===== src/rtl/charge_accum_pkg.sv =====
package charge_accum_pkg;
    localparam int DEF_ACC_W = 16;
    localparam int DEF_SEL_W = 3;

    typedef enum logic [2:0] {
        ACT_HOLD,
        ACT_LOAD,
        ACT_FILL,
        ACT_UP,
        ACT_DOWN
    } acc_act_e;
endpackage


===== src/rtl/cq_prescale.sv =====
module cq_prescale #(
    parameter int SEL_W = 3
) (
    input  logic             clk,
    input  logic             rst_n,
    input  logic             pulse_i,
    input  logic             dir_i,
    input  logic [SEL_W-1:0] sel_i,
    input  logic             clear_i,
    input  logic             hold_i,
    output logic             step_up_o,
    output logic             step_dn_o
);
    localparam int MAX_EXP = (1 << SEL_W) - 1;
    localparam int RES_W   = MAX_EXP + 2;

    typedef struct packed {
        logic [RES_W-1:0] res;
        logic [SEL_W-1:0] sel;
    } pre_st_t;

    pre_st_t          st_d, st_q;
    logic [RES_W-1:0] mag;
    logic [RES_W-1:0] inc;
    logic [RES_W-1:0] dec;

    always_comb begin
        st_d      = st_q;
        st_d.sel  = sel_i;
        step_up_o = 1'b0;
        step_dn_o = 1'b0;
        mag       = RES_W'(1) << st_q.sel;
        inc       = st_q.res + RES_W'(1);
        dec       = st_q.res - RES_W'(1);
        if (clear_i || (sel_i != st_q.sel)) begin
            st_d.res = '0;
        end else if (pulse_i && !hold_i) begin
            if (dir_i) begin
                if (inc == mag) begin
                    st_d.res  = '0;
                    step_up_o = 1'b1;
                end else begin
                    st_d.res = inc;
                end
            end else begin
                if (dec == (RES_W'(0) - mag)) begin
                    st_d.res  = '0;
                    step_dn_o = 1'b1;
                end else begin
                    st_d.res = dec;
                end
            end
        end
    end

    always_ff @(posedge clk or negedge rst_n) begin
        if (!rst_n) begin
            st_q.res <= '0;
            st_q.sel <= '1;
        end else begin
            st_q <= st_d;
        end
    end
endmodule


===== src/rtl/cq_accum.sv =====
module cq_accum
    import charge_accum_pkg::*;
#(
    parameter int ACC_W = 16
) (
    input  logic             clk,
    input  logic             rst_n,
    input  logic             step_up_i,
    input  logic             step_dn_i,
    input  logic             load_i,
    input  logic [ACC_W-1:0] load_val_i,
    input  logic             fill_i,
    output logic [ACC_W-1:0] acc_o,
    output logic             sat_o
);
    localparam logic [ACC_W-1:0] TOP = '1;
    localparam logic [ACC_W-1:0] BOT = '0;

    typedef struct packed {
        logic [ACC_W-1:0] acc;
    } acc_st_t;

    acc_st_t  st_d, st_q;
    acc_act_e act;

    always_comb begin
        if (load_i)         act = ACT_LOAD;
        else if (fill_i)    act = ACT_FILL;
        else if (step_up_i) act = ACT_UP;
        else if (step_dn_i) act = ACT_DOWN;
        else                act = ACT_HOLD;

        st_d  = st_q;
        sat_o = 1'b0;
        case (act)
            ACT_LOAD: st_d.acc = load_val_i;
            ACT_FILL: st_d.acc = TOP;
            ACT_UP: begin
                if (st_q.acc == TOP) sat_o = 1'b1;
                else                 st_d.acc = st_q.acc + ACC_W'(1);
            end
            ACT_DOWN: begin
                if (st_q.acc == BOT) sat_o = 1'b1;
                else                 st_d.acc = st_q.acc - ACC_W'(1);
            end
            default: st_d = st_q;
        endcase
    end

    always_ff @(posedge clk or negedge rst_n) begin
        if (!rst_n) st_q <= '0;
        else        st_q <= st_d;
    end

    assign acc_o = st_q.acc;
endmodule


===== src/rtl/cq_range_flag.sv =====
module cq_range_flag (
    input  logic clk,
    input  logic rst_n,
    input  logic set_i,
    input  logic clr_i,
    output logic flag_o
);
    typedef struct packed {
        logic flag;
    } flg_st_t;

    flg_st_t st_d, st_q;

    always_comb begin
        st_d = st_q;
        if (set_i)      st_d.flag = 1'b1;
        else if (clr_i) st_d.flag = 1'b0;
    end

    always_ff @(posedge clk or negedge rst_n) begin
        if (!rst_n) st_q <= '0;
        else        st_q <= st_d;
    end

    assign flag_o = st_q.flag;
endmodule


===== src/rtl/charge_accum.sv =====
module charge_accum
    import charge_accum_pkg::*;
#(
    parameter int ACC_W = DEF_ACC_W,
    parameter int SEL_W = DEF_SEL_W
) (
    input  logic             clk,
    input  logic             rst_n,
    input  logic             pulse_i,
    input  logic             dir_i,
    input  logic [SEL_W-1:0] psel_i,
    input  logic             shdn_i,
    input  logic             uvlo_i,
    input  logic             cc_req_i,
    input  logic             wr_en_i,
    input  logic [ACC_W-1:0] wr_data_i,
    input  logic             flag_clr_i,
    output logic [ACC_W-1:0] acc_o,
    output logic             range_flag_o
);
    logic step_up, step_dn, sat_evt, res_clear;

    assign res_clear = shdn_i | wr_en_i | cc_req_i;

    cq_prescale #(.SEL_W(SEL_W)) u_pre (
        .clk       (clk),
        .rst_n     (rst_n),
        .pulse_i   (pulse_i),
        .dir_i     (dir_i),
        .sel_i     (psel_i),
        .clear_i   (res_clear),
        .hold_i    (uvlo_i),
        .step_up_o (step_up),
        .step_dn_o (step_dn)
    );

    cq_accum #(.ACC_W(ACC_W)) u_acc (
        .clk        (clk),
        .rst_n      (rst_n),
        .step_up_i  (step_up),
        .step_dn_i  (step_dn),
        .load_i     (wr_en_i),
        .load_val_i (wr_data_i),
        .fill_i     (cc_req_i),
        .acc_o      (acc_o),
        .sat_o      (sat_evt)
    );

    cq_range_flag u_flag (
        .clk    (clk),
        .rst_n  (rst_n),
        .set_i  (sat_evt),
        .clr_i  (flag_clr_i),
        .flag_o (range_flag_o)
    );
endmodule


===== config.mk =====
export PLATFORM = sky130hd
export DESIGN_NAME = charge_accum
export DESIGN_NICKNAME = d
export VERILOG_FILES = /design/src/rtl/charge_accum_pkg.sv /design/src/rtl/cq_prescale.sv /design/src/rtl/cq_accum.sv /design/src/rtl/cq_range_flag.sv /design/src/rtl/charge_accum.sv
export SDC_FILE = /design/constraint.sdc
export NUM_CORES = 1
export LEC_CHECK = 0
export BUFFER_PORTS_ARGS = -buffer_cell sky130_fd_sc_hd__buf_2
export CAP_MARGIN = 20
export CORE_ASPECT_RATIO = 0.7
export CORE_MARGIN = 2
export CORE_UTILIZATION = 50
export DETAILED_ROUTE_END_ITERATION = 10
export PLACE_DENSITY_LB_ADDON = 0.3
export SYNTH_ARGS = -nofsm -noshare
export SYNTH_HDL_FRONTEND = slang
export SYNTH_HIERARCHICAL = 1
export SYNTH_SLANG_ARGS = --single-unit

===== constraint.sdc =====
create_clock -name clk -period 11.13 [get_ports clk]
set_input_delay 2.226 -clock clk [delete_from_list [all_inputs] [get_ports clk]]
set_output_delay 2.226 -clock clk [all_outputs]
set_load 0.05 [all_outputs]

==> implementation parameters, run 1 <==
Parameter                              Value

Status
  Status ... complete, no violations

Clocking
  Maximum number of buffers from clock root to sink ... 2
  Clock sink total ... 29
  TritonCTS Buffers ... 5
  Number of cells upsized or downsized after cts ... 0
  CTS clock-pin slew for the worst setup and hold paths ... 0.06 ns
  Buffer cell driving the clock tree root ... sky130_fd_sc_hd__clkbuf_8
  Post-CTS Setup Repair Bufs ... 0
  CTS tree ... done
  Clock insertion delay at the later pin of the skew report ... 0.29 ns
  Htree depth ... 2
  # hold bufs at CTS ... 0

Final layout
  ANT cells ... 0
  Proportion of layout cells with a drive suffix above 1 ... 19.0%
  Total Nets Final ... 489
  Most frequent cells in the layout ... sky130_fd_sc_hd__buf_2, sky130_fd_sc_hd__nor2_1, sky130_fd_sc_hd__nand2_1
  Syn-to-layout area delta ... 8.80%
  Final instance area ... 3510 sq um
  Fin util ... 56.3%
  Most frequent standard cell in the layout excluding fill and tap cells ... sky130_fd_sc_hd__buf_2

Setup path
  Required time of the critical path ... 11.30 ns
  Worst reg2reg startpoint ... u_pre/st_q[1]$_DFF_PN1_
  R2r setup slk ... 5.71 ns
  First element of the critical path ... wr_en_i
  Endpoint type of the worst setup path ... flip-flop
  Type of element launching the critical path ... primary input
  Arrival time of data at the critical path endpoint ... 6.19 ns
  Crit-path max FO ... 15
  Setup CP Type ... primary input to flip-flop
  Depth of the most critical reg-to-reg path ... 20
  End of the critical path ... u_acc/acc_o[15]$_DFFE_PN0P_
  Critical R2R Capture ... u_acc/acc_o[15]$_DFFE_PN0P_

Drt
  Per-cell via count in the routed design ... 6.25
  Overall via count from detail_route ... 3,257
  Per-cell routed wire length ... 16.4 microns
  # DRC ... 0
  First-pass iteration count of the detailed router ... 5
  Antenna Violating Nets Remaining ... 0
  Detailed router's first-iteration violation count ... 319
  Final Routed Wirelength ... 8560 microns

STA
  Setup repair after global routing missed its margin ... no
  Final Hold Vio Count ... 0
  Slew Viols, Final ... 0
  Final hold slack ... 0.478 ns
  Remaining max-slew budget at the tightest pin ... 37.4%
  Worst Tran Pin Value ... 0.938 ns
  Clock skew ... 0.00221 ns
  Setup total negative slack ... 0 ns
  Maximum achievable frequency ... 166 MHz
  Crit path time final ... 6.02 ns
  Setup violations, final ... 0
  Period utilization ... 54.1%

Floorplan
  I/O pins ... 45
  Die Height ... 71.2 microns
  Starting density of the core ... 51.7%
  Overall die area ... 7130 sq um
  Core Box Area ... 6250 sq um
  Number of core rows ... 24
  Die Wd ... 100 microns

Min path
  Hold crit path type ... flip-flop to flip-flop
  Launch point of the worst hold path ... u_flag/flag_o$_DFFE_PN0P_

Synthesis
  Post-synth EDFFs ... 0
  FFs w/ async S/R, synth ... 100%
  Synthesis-stage register bit count ... 29
  Synthesized area divided by synthesized cell count ... 7.78 sq um
  Nets in the synthesized netlist ... 461
  Prevailing post-synth register cell ... sky130_fd_sc_hd__dfrtp_1
  Number of instances in the synthesized netlist ... 415
  Total number of yosys warnings ... 6
  Register area share after synthesis ... 22.6%
  Area of the mapped netlist ... 3230 sq um
  Distinct cell type count of the synthesized netlist ... 77

GRT
  Via count of the first global-routing pass ... 2,813
  Met1 global-route usage ... 38.7%
  Maximum number of pins on one net before global-route repair ... 30
  Global-route met3 utilization ... 5.95%
  GRT Resource Usage Total ... 24.4%
  Global-route wire length before repair ... 14,000 microns
  GR met2 Demand/Resource ... 33.9%
  Initial antenna violation count ... 0
  Grt total ovfl ... 0
  Most Crowded Layer GR ... met1

Placed design
  Final weighted congestion in routability-driven placement ... 0.927
  DP Wirelength ... 6340 microns
  Post-DP Area ... 3430 sq um
  Quantity of I/O buffers inserted on ports ... 44

Job
  Number of maximum-capacitance constraint violations ... 0

Power and ir drop
  Pleak ... 1.50 nW
  Power per cell area ... 82.4 nW/um^2
  VDD IR max ... 41.1 uV
[state kept, by name (all words and copies together), names as in the netlist]
name / flops
u_flag/flag_o: 1
u_acc/acc_o: 16
u_pre/st_q: 12
[final cells by class]
class,instances,area [sq um]
clock buffer,7,86.3
fill,587,2730
inverter,16,60.1
multi-input combinational,345,2300
sequential,29,729
tap,78,97.6
timing repair buffer,46,235
[power breakdown]
part,switching [W],internal (W),total [W]
logic,0.0000492,0.0000283,0.0000775
clock network,0.0000422,0.0000490,0.0000912
registers,0.0000101,0.000111,0.000121
total,0.000101,0.000188,0.000290
[cell usage after synthesis, types with 4 or more instances]
master / n / share of area [%]
sky130_fd_sc_hd__o22ai_1: 6 / 1.2
sky130_fd_sc_hd__a21o_1: 7 / 1.6
sky130_fd_sc_hd__buf_2: 14 / 2.2
sky130_fd_sc_hd__o21ai_0: 14 / 2.2
sky130_fd_sc_hd__nor4b_1: 4 / 1.1
sky130_fd_sc_hd__nand2_1: 37 / 4.3
sky130_fd_sc_hd__xor2_1: 12 / 3.3
sky130_fd_sc_hd__nand2b_1: 5 / 0.97
sky130_fd_sc_hd__a31oi_1: 12 / 2.3
sky130_fd_sc_hd__nand4_1: 8 / 1.5
sky130_fd_sc_hd__dfrtp_1: 26 / 20
sky130_fd_sc_hd__nand3_1: 9 / 1.4
sky130_fd_sc_hd__mux2i_1: 6 / 1.9
sky130_fd_sc_hd__nor4_1: 12 / 2.3
sky130_fd_sc_hd__nor3_1: 8 / 1.2
sky130_fd_sc_hd__a21oi_1: 34 / 5.3
sky130_fd_sc_hd__or3_1: 6 / 1.2
sky130_fd_sc_hd__nor2b_1: 6 / 1.2
sky130_fd_sc_hd__nor2_1: 43 / 5.0
sky130_fd_sc_hd__clkbuf_1: 6 / 0.70
sky130_fd_sc_hd__nor3b_1: 4 / 0.93
sky130_fd_sc_hd__o31ai_1: 5 / 1.2
sky130_fd_sc_hd__xnor2_1: 16 / 4.3
sky130_fd_sc_hd__o211ai_1: 4 / 0.93
sky130_fd_sc_hd__and3_1: 5 / 0.97
sky130_fd_sc_hd__inv_1: 16 / 1.9
sky130_fd_sc_hd__ha_1: 17 / 6.6
[worst min path at each step]
stage                            endpoint  slack, ns  cells after the start
2_1_floorplan  u_pre/st_q[10]$_DFFE_PN0P_       0.58                      3
3_3_place_gp    u_flag/flag_o$_DFFE_PN0P_       0.46                      1
3_5_place_dp    u_flag/flag_o$_DFFE_PN0P_       0.46                      1
4_1_cts         u_flag/flag_o$_DFFE_PN0P_       0.48                      1
5_1_grt         u_flag/flag_o$_DFFE_PN0P_       0.50                      1
6_report        u_flag/flag_o$_DFFE_PN0P_       0.48                      1
[per-stage QoR]
step                setup slack, ns  cells  total power (W)
floorplan                      5.56    415         0.000178
global placement               5.01    514         0.000198
detailed placement             4.90    514         0.000199
CTS                            5.19    521         0.000291
finish                         5.11    521         0.000290
global route                   4.80    521         0.000307
[critical path: stages]
cell and delay [ns]:
sky130_fd_sc_hd__buf_2 0.13, sky130_fd_sc_hd__or3_1 0.37, sky130_fd_sc_hd__nor4_1 0.32, sky130_fd_sc_hd__nand2_1 0.18, sky130_fd_sc_hd__nor4_1 0.53, sky130_fd_sc_hd__nor3_1 0.15
sky130_fd_sc_hd__nand2_2 0.15, sky130_fd_sc_hd__inv_1 0.25, sky130_fd_sc_hd__ha_1 0.43, sky130_fd_sc_hd__a21oi_1 0.26, sky130_fd_sc_hd__o211ai_1 0.13, sky130_fd_sc_hd__a21oi_1 0.35
sky130_fd_sc_hd__o21ai_1 0.19, sky130_fd_sc_hd__or2_2 0.30, sky130_fd_sc_hd__a21oi_1 0.15, sky130_fd_sc_hd__nor4_1 0.07
[routing by layer]
layer / vias up / part of all wire, %
li1: 1589 / -
met1: 1526 / 51
met2: 140 / 39
met3: 2 / 9.7
met4: 0 / 0.32
met5: - / 0
[kinds of logic after synthesis]
| family | after synthesis | share of synthesized area [%] |
|---|---|---|
| buffers and inverters | 41 | 6.04 |
| AO/OA/AOI/OAI | 124 | 26.3 |
| adder cells (fa/ha/maj) | 18 | 7.21 |
| AND/OR/NAND/NOR | 166 | 27.2 |
| XOR/XNOR | 29 | 8.10 |
| flip-flops | 29 | 22.6 |
| multiplexers | 8 | 2.56 |
(Power assumes the default switching activity.)
==> run 2: changes to the inputs <==
==> constraint.sdc (replaced) <==
create_clock -name clk -period 6.16 [get_ports clk]
set_input_delay 1.232 -clock clk [delete_from_list [all_inputs] [get_ports clk]]
set_output_delay 1.232 -clock clk [all_outputs]
set_load 0.05 [all_outputs]
==> run 2 against run 1 <==
Register-to-register slack worse by 4.9 ns. Sequential power increased by 80%. Count of clock-buffer cells in the layout unchanged. Sequential share of layout area unchanged. Critical path type is now flip-flop to flip-flop. Largest power group unchanged.
==> implementation parameters, run 2 (synthesis gave the netlist of run 1 again) <==
Parameter                              Value

Drt
  Overall via count from detail_route ... 3,261 (was 3,257)
  # DRC ... 0 (unchanged)
  Per-cell routed wire length ... 16.5 microns (was 16.4 microns)
  Per-cell via count in the routed design ... 6.26 (was 6.25)
  Detailed router's first-iteration violation count ... 428 (was 319)
  First-pass iteration count of the detailed router ... 5 (unchanged)
  Antenna Violating Nets Remaining ... 0 (unchanged)
  Final Routed Wirelength ... 8590 microns (was 8560 microns)

Clocking
  TritonCTS Buffers ... 5 (unchanged)
  Number of cells upsized or downsized after cts ... 0 (unchanged)
  Clock insertion delay at the later pin of the skew report ... 0.28 ns (was 0.29 ns)
  Buffer cell driving the clock tree root ... sky130_fd_sc_hd__clkbuf_8 (unchanged)
  CTS tree ... done (unchanged)
  Maximum number of buffers from clock root to sink ... 2 (unchanged)
  Post-CTS Setup Repair Bufs ... 0 (unchanged)
  Htree depth ... 2 (unchanged)
  # hold bufs at CTS ... 0 (unchanged)
  Clock sink total ... 29 (unchanged)
  CTS clock-pin slew for the worst setup and hold paths ... 0.06 ns (about the same)

Final layout
  Most frequent cells in the layout ... sky130_fd_sc_hd__buf_2, sky130_fd_sc_hd__nor2_1, sky130_fd_sc_hd__nand2_1 (unchanged)
  Syn-to-layout area delta ... 8.80% (unchanged)
  ANT cells ... 0 (unchanged)
  Proportion of layout cells with a drive suffix above 1 ... 19.0% (unchanged)
  Most frequent standard cell in the layout excluding fill and tap cells ... sky130_fd_sc_hd__buf_2 (unchanged)
  Max FFs per register ... 16 (unchanged)
  Total Nets Final ... 489 (unchanged)
  Fin util ... 56.3% (unchanged)

Status
  Status ... complete, no violations (unchanged)

Floorplan
  I/O pins ... 45 (unchanged)
  Overall die area ... 7130 sq um (unchanged)
  Number of core rows ... 24 (unchanged)
  Core Box Area ... 6250 sq um (unchanged)
  Die Wd ... 100 microns (unchanged)
  Die Height ... 71.2 microns (unchanged)
  Starting density of the core ... 51.7% (unchanged)

GRT
  Global-route wire length before repair ... 14,600 microns (was 14,000 microns)
  GRT Resource Usage Total ... 25.4% (was 24.4%)
  Initial antenna violation count ... 0 (unchanged)
  Via count of the first global-routing pass ... 2,899 (was 2,813)
  Maximum number of pins on one net before global-route repair ... 30 (unchanged)
  Grt total ovfl ... 0 (unchanged)

STA
  Setup total negative slack ... 0 ns (unchanged)
  Crit path time final ... 5.35 ns
  Period utilization ... 86.9%
  Clock skew ... 0.00288 ns (was 0.00221 ns)
  Remaining max-slew budget at the tightest pin ... 38.1% (was 37.4%)
  Slew Viols, Final ... 0 (unchanged)
  Final Hold Vio Count ... 0 (unchanged)
  Setup violations, final ... 0 (unchanged)
  Setup repair after global routing missed its margin ... no (unchanged)
  Worst Tran Pin Value ... 0.926 ns (was 0.938 ns)
  Maximum achievable frequency ... 187 MHz

Setup path
  Cell breakdown of the critical path ... nor2_1, nand2_1, ha_1, nor3b_1, xnor2_1, nor4_1, o2111ai_1, a31oi_1, nand2_1, nor2_1, nand2_2, inv_1, ha_1, nand2b_1, a21oi_1, o31ai_1, o221ai_1, a31oi_1, mux2i_1, nor2_1 (was buf_2, or3_1, nor4_1, nand2_1, nor4_1, nor3_1, nand2_2, inv_1, ha_1, a21oi_1, o211ai_1, a21oi_1, o21ai_1, or2_2, a21oi_1, nor4_1)
  CP most frequent cell ... sky130_fd_sc_hd__nor2_1
  Required time of the critical path ... 6.33 ns (was 11.30 ns)
  Crit path depth ... 20 (was 16)
  Type of element launching the critical path ... flip-flop (was primary input)
  Arrival time of data at the critical path endpoint ... 5.52 ns (was 6.19 ns)
  Delay-heaviest family, CP ... compound AO/OA/AOI/OAI gates (was simple AND/OR/NAND/NOR gates)
  Worst reg2reg startpoint ... u_pre/st_q[1]$_DFF_PN1_ (unchanged)
  Endpoint type of the worst setup path ... flip-flop (unchanged)
  First element of the critical path ... u_pre/st_q[1]$_DFF_PN1_ (was wr_en_i)
  Depth of the most critical reg-to-reg path ... 20 (unchanged)
  Crit-path max FO ... 19 (was 15)
  Slowest Stage Delay on Critical Path ... 0.72 ns (was 0.53 ns)
  Library cell contributing the largest single delay on the critical path ... sky130_fd_sc_hd__dfstp_2 (was sky130_fd_sc_hd__nor4_1)
  Bufs and invs on worst path ... 1 (was 2)
  Setup CP Type ... flip-flop to flip-flop (was primary input to flip-flop)

Job
  Number of maximum-capacitance constraint violations ... 0 (unchanged)

Power and ir drop
  Power per cell area ... 148 nW/um^2 (was 82.4 nW/um^2)
  Pleak ... 1.50 nW (unchanged)
  VDD IR max ... 91.8 uV (was 41.1 uV)

Placed design
  DP Wirelength ... 6490 microns (was 6340 microns)
  Quantity of I/O buffers inserted on ports ... 44 (unchanged)
  Final weighted congestion in routability-driven placement ... 0.999 (was 0.927)

Min path
  Hold crit path type ... flip-flop to flip-flop (unchanged)
  Launch point of the worst hold path ... u_flag/flag_o$_DFFE_PN0P_ (unchanged)
  Hold Path Stages ... 1 (unchanged)
-- run 2: cell counts in the layout (fill, tap and decap cells not counted) --
Identical to the previous run, type by type.
-- run 2: power breakdown --
part / internal [W] / leakage [nW] / total, W / switching (W)
registers: 0.000200 / 0.341 / 0.000218 / 0.0000176
clock network: 0.0000885 / 0.0443 / 0.000162 / 0.0000732
logic: 0.0000512 / 1.12 / 0.000141 / 0.0000900
-- run 2: final timing paths --
path	slack, ns	end
hold reg to reg	0.48	u_flag/flag_o$_DFFE_PN0P_
max in group asynchronous	4.73	u_acc/acc_o[15]$_DFFE_PN0P_
setup reg to reg	0.81	u_acc/acc_o[14]$_DFFE_PN0P_
min in group asynchronous	0.99	u_acc/acc_o[5]$_DFFE_PN0P_
hold / removal	0.48	u_flag/flag_o$_DFFE_PN0P_
setup / recovery	0.81	u_acc/acc_o[14]$_DFFE_PN0P_
-- run 2: per-stage QoR --
| step | instances | setup WS (ns) | hold slack [ns] | power (W) | instance area [sq um] |
|---|---|---|---|---|---|
| 3_5_place_dp | 514 | 0.767 | 0.467 | 0.000360 | 3430 |
| 4_1_cts | 521 | 0.925 | 0.482 | 0.000528 | 3510 |
| 2_1_floorplan | 415 | 1.58 | 0.579 | 0.000321 | 3230 |
| 5_1_grt | 521 | 0.432 | 0.520 | 0.000550 | 3510 |
| 3_3_place_gp | 514 | 0.906 | 0.459 | 0.000358 | 3430 |
| 6_report | 521 | 0.808 | 0.484 | 0.000521 | 3510 |
-- run 2: layout make-up --
cell class | count | area [sq um]
Clock buffer | 7 | 86.3
Fill cell | 579 | 2730
Inverter | 16 | 60.1
Multi-Input combinational cell | 345 | 2300
Sequential cell | 29 | 729
Tap cell | 78 | 97.6
Timing Repair Buffer | 46 | 235
-- run 2: layer usage --
| metal | global-route usage, % | up-vias | share of wire, % |
|---|---|---|---|
| met1 | 41.2 | 1528 | 51 |
| li1 | - | 1596 | - |
| met3 | 4.10 | 4 | 7.4 |
| met2 | 34.9 | 133 | 41 |
| met5 | 0 | - | 0 |
| met4 | 5.33 | 0 | 0.59 |
